**config.mk**
```make
export PLATFORM = sky130hd
export DESIGN_NAME = shf_unit
export DESIGN_NICKNAME = d
export VERILOG_FILES = /design/src/rtl/shf_pkg.sv /design/src/rtl/shf_count_dec.sv /design/src/rtl/shf_core.sv /design/src/rtl/shf_flag_gen.sv /design/src/rtl/shf_unit.sv
export SDC_FILE = /design/constraint.sdc
export NUM_CORES = 1
export LEC_CHECK = 0
export CAP_MARGIN = 20
export CORE_AREA = 2 2 97 99
export CTS_BUF_LIST = sky130_fd_sc_hd__clkbuf_8
export DETAILED_ROUTE_END_ITERATION = 16
export DIE_AREA = 0 0 99 101
export PLACE_DENSITY = 0.65
export RECOVER_POWER = 100
export SYNTH_ARGS = -nofsm -noshare
export SYNTH_HDL_FRONTEND = slang
export SYNTH_SLANG_ARGS = --single-unit
export TNS_END_PERCENT = 50
```
**constraint.sdc**
```tcl
create_clock -name clk_i -period 1.2 [get_ports clk_i]
set_clock_uncertainty 0.2 [all_clocks]
set_input_delay 0.36 -clock clk_i [delete_from_list [all_inputs] [get_ports clk_i]]
set_output_delay 0.36 -clock clk_i [all_outputs]
set_load 0.05 [all_outputs]
```
**src/rtl/shf_pkg.sv**
```systemverilog
package shf_pkg;
  parameter int unsigned DATA_W = 16;
  parameter int unsigned CNT_W  = 8;

  typedef enum logic [1:0] {
    OP_SHL     = 2'b00,
    OP_SHL_ALT = 2'b01,
    OP_SHR     = 2'b10,
    OP_SAR     = 2'b11
  } shf_op_e;

  typedef struct packed {
    logic cf;
    logic of;
    logic sf;
    logic zf;
    logic pf;
    logic af;
  } shf_flags_t;
endpackage

```
**src/rtl/shf_count_dec.sv**
```systemverilog
module shf_count_dec #(
  parameter int unsigned DATA_W = 16,
  parameter int unsigned CNT_W  = 8,
  localparam int unsigned AMT_W = $clog2(DATA_W) + 1
) (
  input  logic [CNT_W-1:0] count_i,
  output logic [AMT_W-1:0] amt_o,
  output logic             zero_o
);
  // upper count bits are architecturally ignored
  logic unused_hi;
  assign unused_hi = ^count_i[CNT_W-1:AMT_W];

  assign amt_o  = count_i[AMT_W-1:0];
  assign zero_o = (amt_o == '0);
endmodule

```
**src/rtl/shf_core.sv**
```systemverilog
module shf_core #(
  parameter int unsigned DATA_W = 16,
  localparam int unsigned AMT_W = $clog2(DATA_W) + 1,
  localparam int unsigned EXT_W = DATA_W + 1
) (
  input  logic [DATA_W-1:0] data_i,
  input  logic [AMT_W-1:0]  amt_i,
  input  logic              right_i,
  input  logic              arith_i,
  output logic [DATA_W-1:0] res_o,
  output logic              carry_o
);
  // extended word: one guard bit catches the last bit shifted out
  logic [EXT_W-1:0] stg [AMT_W+1];
  logic             fill;

  assign fill   = right_i & arith_i & data_i[DATA_W-1];
  assign stg[0] = right_i ? {data_i, 1'b0} : {1'b0, data_i};

  for (genvar s = 0; s < AMT_W; s++) begin : g_stage
    localparam int unsigned SH = 1 << s;
    logic [EXT_W-1:0] sh_l, sh_r;
    if (SH < EXT_W) begin : g_part
      assign sh_l = {stg[s][EXT_W-1-SH:0], {SH{1'b0}}};
      assign sh_r = {{SH{fill}}, stg[s][EXT_W-1:SH]};
    end else begin : g_full
      assign sh_l = '0;
      assign sh_r = {EXT_W{fill}};
    end
    assign stg[s+1] = !amt_i[s] ? stg[s] : (right_i ? sh_r : sh_l);
  end

  assign res_o   = right_i ? stg[AMT_W][EXT_W-1:1] : stg[AMT_W][DATA_W-1:0];
  assign carry_o = right_i ? stg[AMT_W][0] : stg[AMT_W][DATA_W];
endmodule

```
**src/rtl/shf_flag_gen.sv**
```systemverilog
module shf_flag_gen
  import shf_pkg::*;
#(
  parameter int unsigned DATA_W = 16
) (
  input  logic [DATA_W-1:0] res_i,
  input  logic              carry_i,
  input  logic              right_i,
  input  logic              arith_i,
  output shf_flags_t        flags_o
);
  logic ovf;

  always_comb begin
    if (!right_i)     ovf = carry_i ^ res_i[DATA_W-1];
    else if (arith_i) ovf = 1'b0;
    else              ovf = res_i[DATA_W-1] ^ res_i[DATA_W-2];
  end

  assign flags_o.cf = carry_i;
  assign flags_o.of = ovf;
  assign flags_o.sf = res_i[DATA_W-1];
  assign flags_o.zf = (res_i == '0);
  assign flags_o.pf = ~^res_i[7:0];
  assign flags_o.af = 1'b0;
endmodule

```
**src/rtl/shf_unit.sv**
```systemverilog
module shf_unit
  import shf_pkg::*;
#(
  parameter int unsigned DW = shf_pkg::DATA_W,
  parameter int unsigned CW = shf_pkg::CNT_W
) (
  input  logic          clk_i,
  input  logic          rst_ni,
  input  logic          start_i,
  input  logic [1:0]    op_i,
  input  logic [DW-1:0] operand_i,
  input  logic [CW-1:0] count_i,
  output logic [DW-1:0] result_o,
  output logic          cf_o,
  output logic          of_o,
  output logic          sf_o,
  output logic          zf_o,
  output logic          pf_o,
  output logic          af_o,
  output logic          res_we_o,
  output logic          flag_we_o,
  output logic          done_o
);
  localparam int unsigned AMT_W = $clog2(DW) + 1;

  logic [AMT_W-1:0] amt;
  logic             amt_zero;
  logic [DW-1:0]    res_d;
  logic             carry_d;
  shf_flags_t       flags_d, flags_q;
  logic [DW-1:0]    res_q;
  logic             we_q, done_q;

  shf_count_dec #(.DATA_W(DW), .CNT_W(CW)) u_dec (
    .count_i (count_i),
    .amt_o   (amt),
    .zero_o  (amt_zero)
  );

  shf_core #(.DATA_W(DW)) u_core (
    .data_i  (operand_i),
    .amt_i   (amt),
    .right_i (op_i[1]),
    .arith_i (op_i[0]),
    .res_o   (res_d),
    .carry_o (carry_d)
  );

  shf_flag_gen #(.DATA_W(DW)) u_flags (
    .res_i   (res_d),
    .carry_i (carry_d),
    .right_i (op_i[1]),
    .arith_i (op_i[0]),
    .flags_o (flags_d)
  );

  always_ff @(posedge clk_i or negedge rst_ni) begin
    if (!rst_ni) begin
      res_q   <= '0;
      flags_q <= '0;
      we_q    <= 1'b0;
      done_q  <= 1'b0;
    end else begin
      done_q <= start_i;
      we_q   <= start_i & ~amt_zero;
      if (start_i && !amt_zero) begin
        res_q   <= res_d;
        flags_q <= flags_d;
      end
    end
  end

  assign result_o  = res_q;
  assign cf_o      = flags_q.cf;
  assign of_o      = flags_q.of;
  assign sf_o      = flags_q.sf;
  assign zf_o      = flags_q.zf;
  assign pf_o      = flags_q.pf;
  assign af_o      = flags_q.af;
  assign res_we_o  = we_q;
  assign flag_we_o = we_q;
  assign done_o    = done_q;
endmodule

```
==> flow_summary.toml, run 1 <==
[setup_path]
cp.arrival_ps = 3090
path_common_cell = "buf_8"
cp_slowest_stage_delay_ps = 430
start_kind = "input port"
worstPathMaxFanout = 5
required_ps = 1200
path_class = "in2reg"
crit_path_top_delay_cell = "or4_4"
critical-path-top-delay-family = "compound AO/OA/AOI/OAI gates"
end_kind = "flop"
path_cells = "buf_8, buf_8, buf_8, buf_4, mux2_2, mux2i_1, mux2_2, o211ai_1, o21a_1, a21oi_2, ha_1, nand3_1, or4_4, nor4_4, a32o_1"
cp_num_buf_inv = 4

[floorplan]
row_count = 35
start_util_pct = 33.9
ios = 54
die_area_um2 = 10000
die_h_um = 101
die_w_um = 99
core_area_um2 = 8980

[pwr]
power_density_nw_per_um2 = 784
internal_power_mw = 2.69
leakage_nw = 2.52
power.clock.fraction_pct = 9.5
seqPwrFrac_pct = 21.0
switching_share_pct = 41.3
ir_drop_uv = 467
switchingPower_mw = 1.89
combPwrFrac_pct = 69.5

[routing]
drc = 0
wl_um = 12600
first_iter_violations = 246
wl_per_cell_um = 18.5
ant_nets = 0
vias = 3889
first_pass_iters = 5
viasPerCell = 5.70

[clock_network]
clock_tree.buffer_depth = 2
cts_tree = "done"
clock-root-buffer = "clkbuf_8"
htree_levels = 1
cts_buffers = 3
clkTransAtPathRegs_ps = 70
cts_sinks = 22
clk_latency_ps = 260
cts_hold_buf = 0

[sta]
slew_viol_final = 0
setup-tns-final_ps = -29500
rsz0062_at_grt = "true"
tightest_slew_ps = 572
slew-limit-headroom_pct = 61.7
fin_crit_sh_pct = 258
setup_violations = 45
max_freq_mhz = 323
fin_ws_ps = -1890
hold_viol_final = 0
period_needed_ps = 3090

[finish]
layoutNonFillerInstCount = 682
layout_commonest_cell = "buf_4"
final_cell_mix = "121 x buf_4, 45 x nand2_1, 35 x buf_6, 33 x nor2_1, 31 x buf_12"
layout.nets = 607
post-route-util_pct = 65.0
n_fill_cell = 685
area_delta_synth_final_pct = 91.7
diodes = 0
drive_above_1_share_pct = 57.6

[synthesis]
ys.flop_type = "dfrtp_1"
ys_ff_latch = 22
syn_area_per_cell_um2 = 7.89
synth_fp_nets = 420
synth_cell_type_count = 70
netlist_area_um2 = 3050
yosysWarnings = 0
yosysSeqAreaShare_pct = 18.1
synth_edf_count = 0
synthCells = 386
synth-async-reset-ratio_pct = 100

[placement]
port_buffers = 49
dp_cells = 641
gp_congestion = 0.979
hpwl_um = 9280

[global_route]
overflow = 0
grt_pass1_vias = 3888
grt_first_pass_wirelength_um = 19600
grtUsageTotal_pct = 24.2
grt_start_max_net_pins = 27
antenna_found_initial = 0

[min_path]
hp-class = "in2async"

[run]
drv_cap = 0

[run_status]
status = "finished with violations"
violations = "setup timing"
state kept, by name (all words and copies together) (netlist names):
| signal | count |
|---|---|
| cf_o | 1 |
| sf_o | 1 |
| flag_we_o | 1 |
| pf_o | 1 |
| result_o | 15 |
| done_o | 1 |
| zf_o | 1 |
| of_o | 1 |
logic make-up (layout without fill, tap and decap cells):
group | count (synthesis) | count (layout) | share of synthesized area [%]
AND/OR/NAND/NOR | 136 | 136 | 20.2
AO/OA/AOI/OAI | 122 | 122 | 27.9
XOR/XNOR | 5 | 5 | 1.68
other | 1 | 1 | 0.123
adder cells (fa/ha/maj) | 5 | 5 | 2.05
multiplexers | 49 | 49 | 22.0
buffers and inverters | 46 | 231 | 8.01
flip-flops | 22 | 22 | 18.1
cell usage after synthesis, drive strengths merged, types with 3 or more instances:
cell type  number  area share [%]
nand2          49             6.0
nor2           41             5.1
a21oi          29             4.8
mux2i          25             8.2
dfrtp          22              18
o21ai          20             3.4
buf            19             4.6
clkbuf         18             2.3
mux4           13             9.6
mux2           11             4.2
nand3          11             1.8
a31oi           9             1.8
o211ai          9             2.4
inv             8            0.99
a211oi          7             1.7
nor2b           6             1.2
nor3            6            0.99
o31ai           6             1.5
ha              5             2.1
o311ai          5             1.7
a211o           4             1.2
and2            4            0.82
nand2b          4            0.82
o21a            4            0.99
a221o           3            0.99
and3            3            0.62
nand3b          3            0.74
o22ai           3            0.62
xnor2           3            0.86
per-layer routing:
layer / wire, µm / GRT usage (%)
met5: 0 / 0
met4: 423 / 8.22
met3: 655 / 2.36
met2: 6460 / 44.5
met1: 5100 / 29.3
layout make-up:
| type | instances | area, µm² | share of cell area (%) |
|---|---|---|---|
| Clock buffer | 3 | 41.3 | 0.707 |
| Multi-Input combinational cell | 318 | 2830 | 48.5 |
| Inverter | 9 | 38.8 | 0.664 |
| Tap cell | 111 | 139 | 2.38 |
| Sequential cell | 22 | 553 | 9.47 |
| Timing Repair Buffer | 219 | 2240 | 38.3 |
power groups by stage:
stage | Combinational [mW] | Clock [mW] | Sequential [mW]
4_1_cts | 2.95 | 0.447 | 0.964
2_1_floorplan | 1.00 | 0 | 1.26
5_1_grt | 3.34 | 0.473 | 0.974
6_report | 3.18 | 0.434 | 0.962
3_3_place_gp | 2.57 | 0 | 0.973
3_5_place_dp | 2.59 | 0 | 0.977
stage by stage:
step                hold slack [ps]  setup WS (ps)  instance area [µm²]  power [mW]
global route                    383          -2000                 5840        4.79
global placement                329          -2500                 4760        3.54
finish                          325          -1890                 5840        4.58
CTS                             256          -2000                 5520        4.37
detailed placement              336          -2450                 4760        3.57
floorplan                      -136          -1880                 3080        2.26
path summary, 6_finish.rpt:
kind	from	endpoint	slack, ps	depth (start not counted)
worst min register to register	result_o[2]	result_o[2]	350	2
max in group asynchronous	rst_ni	flag_we_o	120	2
worst max-delay path	count_i[0]	zf_o	-1890	15
min in group clk_i	result_o[2]	result_o[2]	350	2
worst max register to register	result_o[0]	result_o[0]	190	1
worst min-delay path	rst_ni	result_o[1]	330	2
what timing repair did:
| item | 4_1_cts | 5_1_grt |
|---|---|---|
| endpoints found under the setup margin | 45 | 45 |
| buffers inserted | 35 | 12 |
| pin swaps | 50 | 43 |
| cloned | 1 | 0 |
| gates resized for setup | 136 | 76 |
(Power assumes the default switching activity.)
==> inputs of run 2 (changes only) <==
Settings changed: CORE_AREA 2 2 97 99 to 2 2 77 79, DIE_AREA 0 0 99 101 to 0 0 79 81, PLACE_DENSITY 0.65 to 0.92.
==> run 2 against run 1 <==
Compared with the run above:
- the run now fails in global routing
- synthesized cell count unchanged
- area after synthesis did not move
==> flow_summary.toml, run 2 <==
[floorplan]
die_h_um = 81
die_w_um = 79
start_util_pct = 53.7
ios = 54
row_count = 28

[synthesis]
synthCells = 386
synth_cell_type_count = 70
netlist_area_um2 = 3050
synth.most_common_cell = "nand2_1"
synth_edf_count = 0
synth.area.top_cells = "dfrtp_1 18%, mux4_2 9.6%, mux2i_1 8.2%"
yosysWarnings = 0
synth-async-reset-ratio_pct = 100
syn_area_per_cell_um2 = 7.89
yosysSeqAreaShare_pct = 18.1
synth_common_cells = "49 x nand2_1, 41 x nor2_1, 29 x a21oi_1, 25 x mux2i_1, 22 x dfrtp_1"
synth_top_cell_by_area = "dfrtp_1"
synth_fp_nets = 420
ys.flop_type = "dfrtp_1"
synth_top_area_share_pct = 18.1
ys_ff_latch = 22

[global_route]
grt_start_max_net_pins = 26

[placement]
hpwl_um = 9550
port_buffers = 49
gp_congestion = 1.12

[sta]
crit_endpoint = "zf_o$_DFFE_PN0P_/D"
worst_endpoint_kind = "register data pin"

[clock_network]
clock_tree.buffer_depth = 2
htree_levels = 1
cts_sinks = 22
clock-root-buffer = "clkbuf_8"
cts_buffers = 3

[run_status]
flow.stopped_at = "global routing"
error_line = "[ERROR DPL-0038] Utilization greater than 100%, impossible to legalize"
status = "stopped before the end"
[run 2: cell counts after synthesis]
No cell type changed its count.
[run 2: repair_timing]
item,in CTS
pin swaps,49
setup buffers,18
hold buffers,0
gates resized for setup,163
endpoints found under the setup margin,45
[run 2: metrics by stage]
stage / cells / util (%) / setup TNS, ps / setup slack, ps / area [µm²]
4_1_cts: 624 / 95.3 / -29690 / -1990 / 5410
3_5_place_dp: 602 / 82.3 / -35600 / -2630 / 4670
3_3_place_gp: 602 / 82.3 / -32900 / -2400 / 4670
2_1_floorplan: 386 / - / -23000 / -1880 / 3080
[run 2: kinds of logic after synthesis]
family / after synthesis / share of synthesized area, %
xor gates and xnor gates: 5 / 1.68
AOI/OAI and AO/OA: 122 / 27.9
buffers and inverters: 46 / 8.01
muxes: 49 / 22.0
DFF: 22 / 18.1
adders and majority gates: 5 / 2.05
other: 1 / 0.123
and+or+nand+nor: 136 / 20.2
==> inputs of run 3 (changes only) <==
Settings changed: CORE_AREA 2 2 77 79 to 2 2 91 93, CTS_BUF_LIST sky130_fd_sc_hd__clkbuf_8 to unset, DIE_AREA 0 0 79 81 to 0 0 93 95, PLACE_DENSITY 0.92 to unset, PLACE_DENSITY_LB_ADDON set to 0.15.
==> run 3 against run 2 <==
Compared with the run above:
- the flow now finishes, with violations (setup timing)
==> flow_summary.toml, run 3 (same netlist as run 1, synthesis figures left out) <==
[placement]
port_buffers = 49
dp_cells = 642
gp_congestion = 0.926
hpwl_um = 9080
dpl_cell_area_um2 = 4800

[clock_network]
clk_latency_ps = 250
cts_tree = "done"
clock-root-buffer = "clkbuf_8"
cts_sinks = 22
htree_levels = 1
cts_buffers = 3
clock_tree.buffer_depth = 2
cts_hold_buf = 0
clkTransAtPathRegs_ps = 80

[setup_path]
ff2ff_path_depth = 1
reg2reg_to = "result_o[0]"
end_kind = "flop"
worstPathMaxFanout = 5
timing.rr.start = "result_o[0]"
cp.arrival_ps = 3140
required_ps = 1200
r2r_setup_slack_ps = 170
start_kind = "input port"
path_class = "in2reg"

[finish]
layout.nets = 617
drive_above_1_share_pct = 58.9
layoutNonFillerInstCount = 687
layout_commonest_cell = "buf_4"
area_delta_synth_final_pct = 97.2
final_cell_mix = "130 x buf_4, 43 x nand2_1, 36 x buf_6, 33 x nor2_1, 30 x buf_12"
largest_reg_flops = 15
diodes = 0
final_area_um2 = 6000

[floorplan]
start_util_pct = 38.4
die_h_um = 95
ios = 54
die_w_um = 93
core_area_um2 = 7930
row_count = 33
die_area_um2 = 8840

[sta]
slew-limit-headroom_pct = 65.3
rsz0062_at_grt = "true"
period_needed_ps = 3140
max_freq_mhz = 319
slew_viol_final = 0
tightest_slew_ps = 521
hold_viol_final = 0
setup_violations = 45
fin_crit_sh_pct = 261
fin_ws_ps = -1940

[routing]
drc = 0
wl_um = 13200
first_iter_violations = 231
wl_met2_um = 6830
viasPerCell = 5.81
wl_met1_um = 5050
wl_per_cell_um = 19.3
top_layer = "met4"
dr_wl_met3_um = 735
first_pass_iters = 5
vias = 3994
ant_nets = 0

[run_status]
status = "finished with violations"
violations = "setup timing"

[run]
drv_cap = 0

[global_route]
overflow = 0
grt_pass1_vias = 4016
grtUsageTotal_pct = 28.5
grt_start_max_net_pins = 23
grt_first_pass_wirelength_um = 19900
antenna_found_initial = 0

[pwr]
finalPower_mw = 4.76
ir_drop_uv = 482
leakage_nw = 2.58
power_density_nw_per_um2 = 793

[min_path]
hp-class = "in2async"
[run 3: area by class of cell]
class,count,area [µm²]
Multi-Input combinational cell,318,2880
Timing Repair Buffer,229,2340
Fill cell,553,1920
Sequential cell,22,553
Tap cell,105,131
Clock buffer,4,55.1
Inverter,9,42.5
[run 3: per-stage QoR]
stage	util (%)	worst slack [ps]	TNS (ps)	hold slack, ps
final	75.7	-1940	-30230	339
after global routing	75.7	-2040	-32160	377
after CTS	71.1	-1930	-28910	255
after detailed placement	60.5	-2390	-34770	339
after global placement	60.5	-2370	-34430	333
after floorplan	-	-1880	-23000	-136
[run 3: power breakdown]
group | internal [mW] | switching [mW] | leakage (nW)
Clock | 0.292 | 0.224 | 0.0288
Combinational | 1.68 | 1.61 | 2.27
Sequential | 0.842 | 0.113 | 0.272
[run 3: repair_timing]
item	in CTS	in global routing
resized for setup	162	66
gates cloned	0	1
pin swaps	56	50
setup buffers	36	22
endpoints found under the hold margin	0	0
endpoints found under the setup margin	45	45
[run 3: critical path: stages]
cell and delay, ps:
buf_8 110, xor2_4 190, buf_12 150, buf_4 110, mux2i_2 240, o21ai_1 120, o31ai_4 320, o2111a_1 280
a211o_1 160, ha_2 200, nand2_2 50, or4_4 490, nor4_4 150, a32o_1 190
[run 3: per-layer routing]
metal,GRT usage [%],vias to the layer above
li1,-,1848
met1,33.1,1900
met2,52.8,192
met3,2.63,54
met4,13.1,0
met5,0,-
[run 3: how the worst max path moves through the flow]
| stage | cells after the start | slack (ps) | to | startpoint |
|---|---|---|---|---|
| finish | 14 | -1940 | zf_o | op_i[1] |
| global route | 14 | -2040 | zf_o | count_i[0] |
| detailed placement | 11 | -2390 | zf_o | operand_i[9] |
| CTS | 14 | -1930 | zf_o | count_i[0] |
| floorplan | 14 | -1880 | zf_o | op_i[1] |
| global placement | 11 | -2370 | zf_o | operand_i[9] |
==> inputs of run 4 (changes only) <==
Settings changed: SLEW_MARGIN set to 0.
==> results of run 4 <==
Final layout, timing and power as in run 3 (identical DEF).
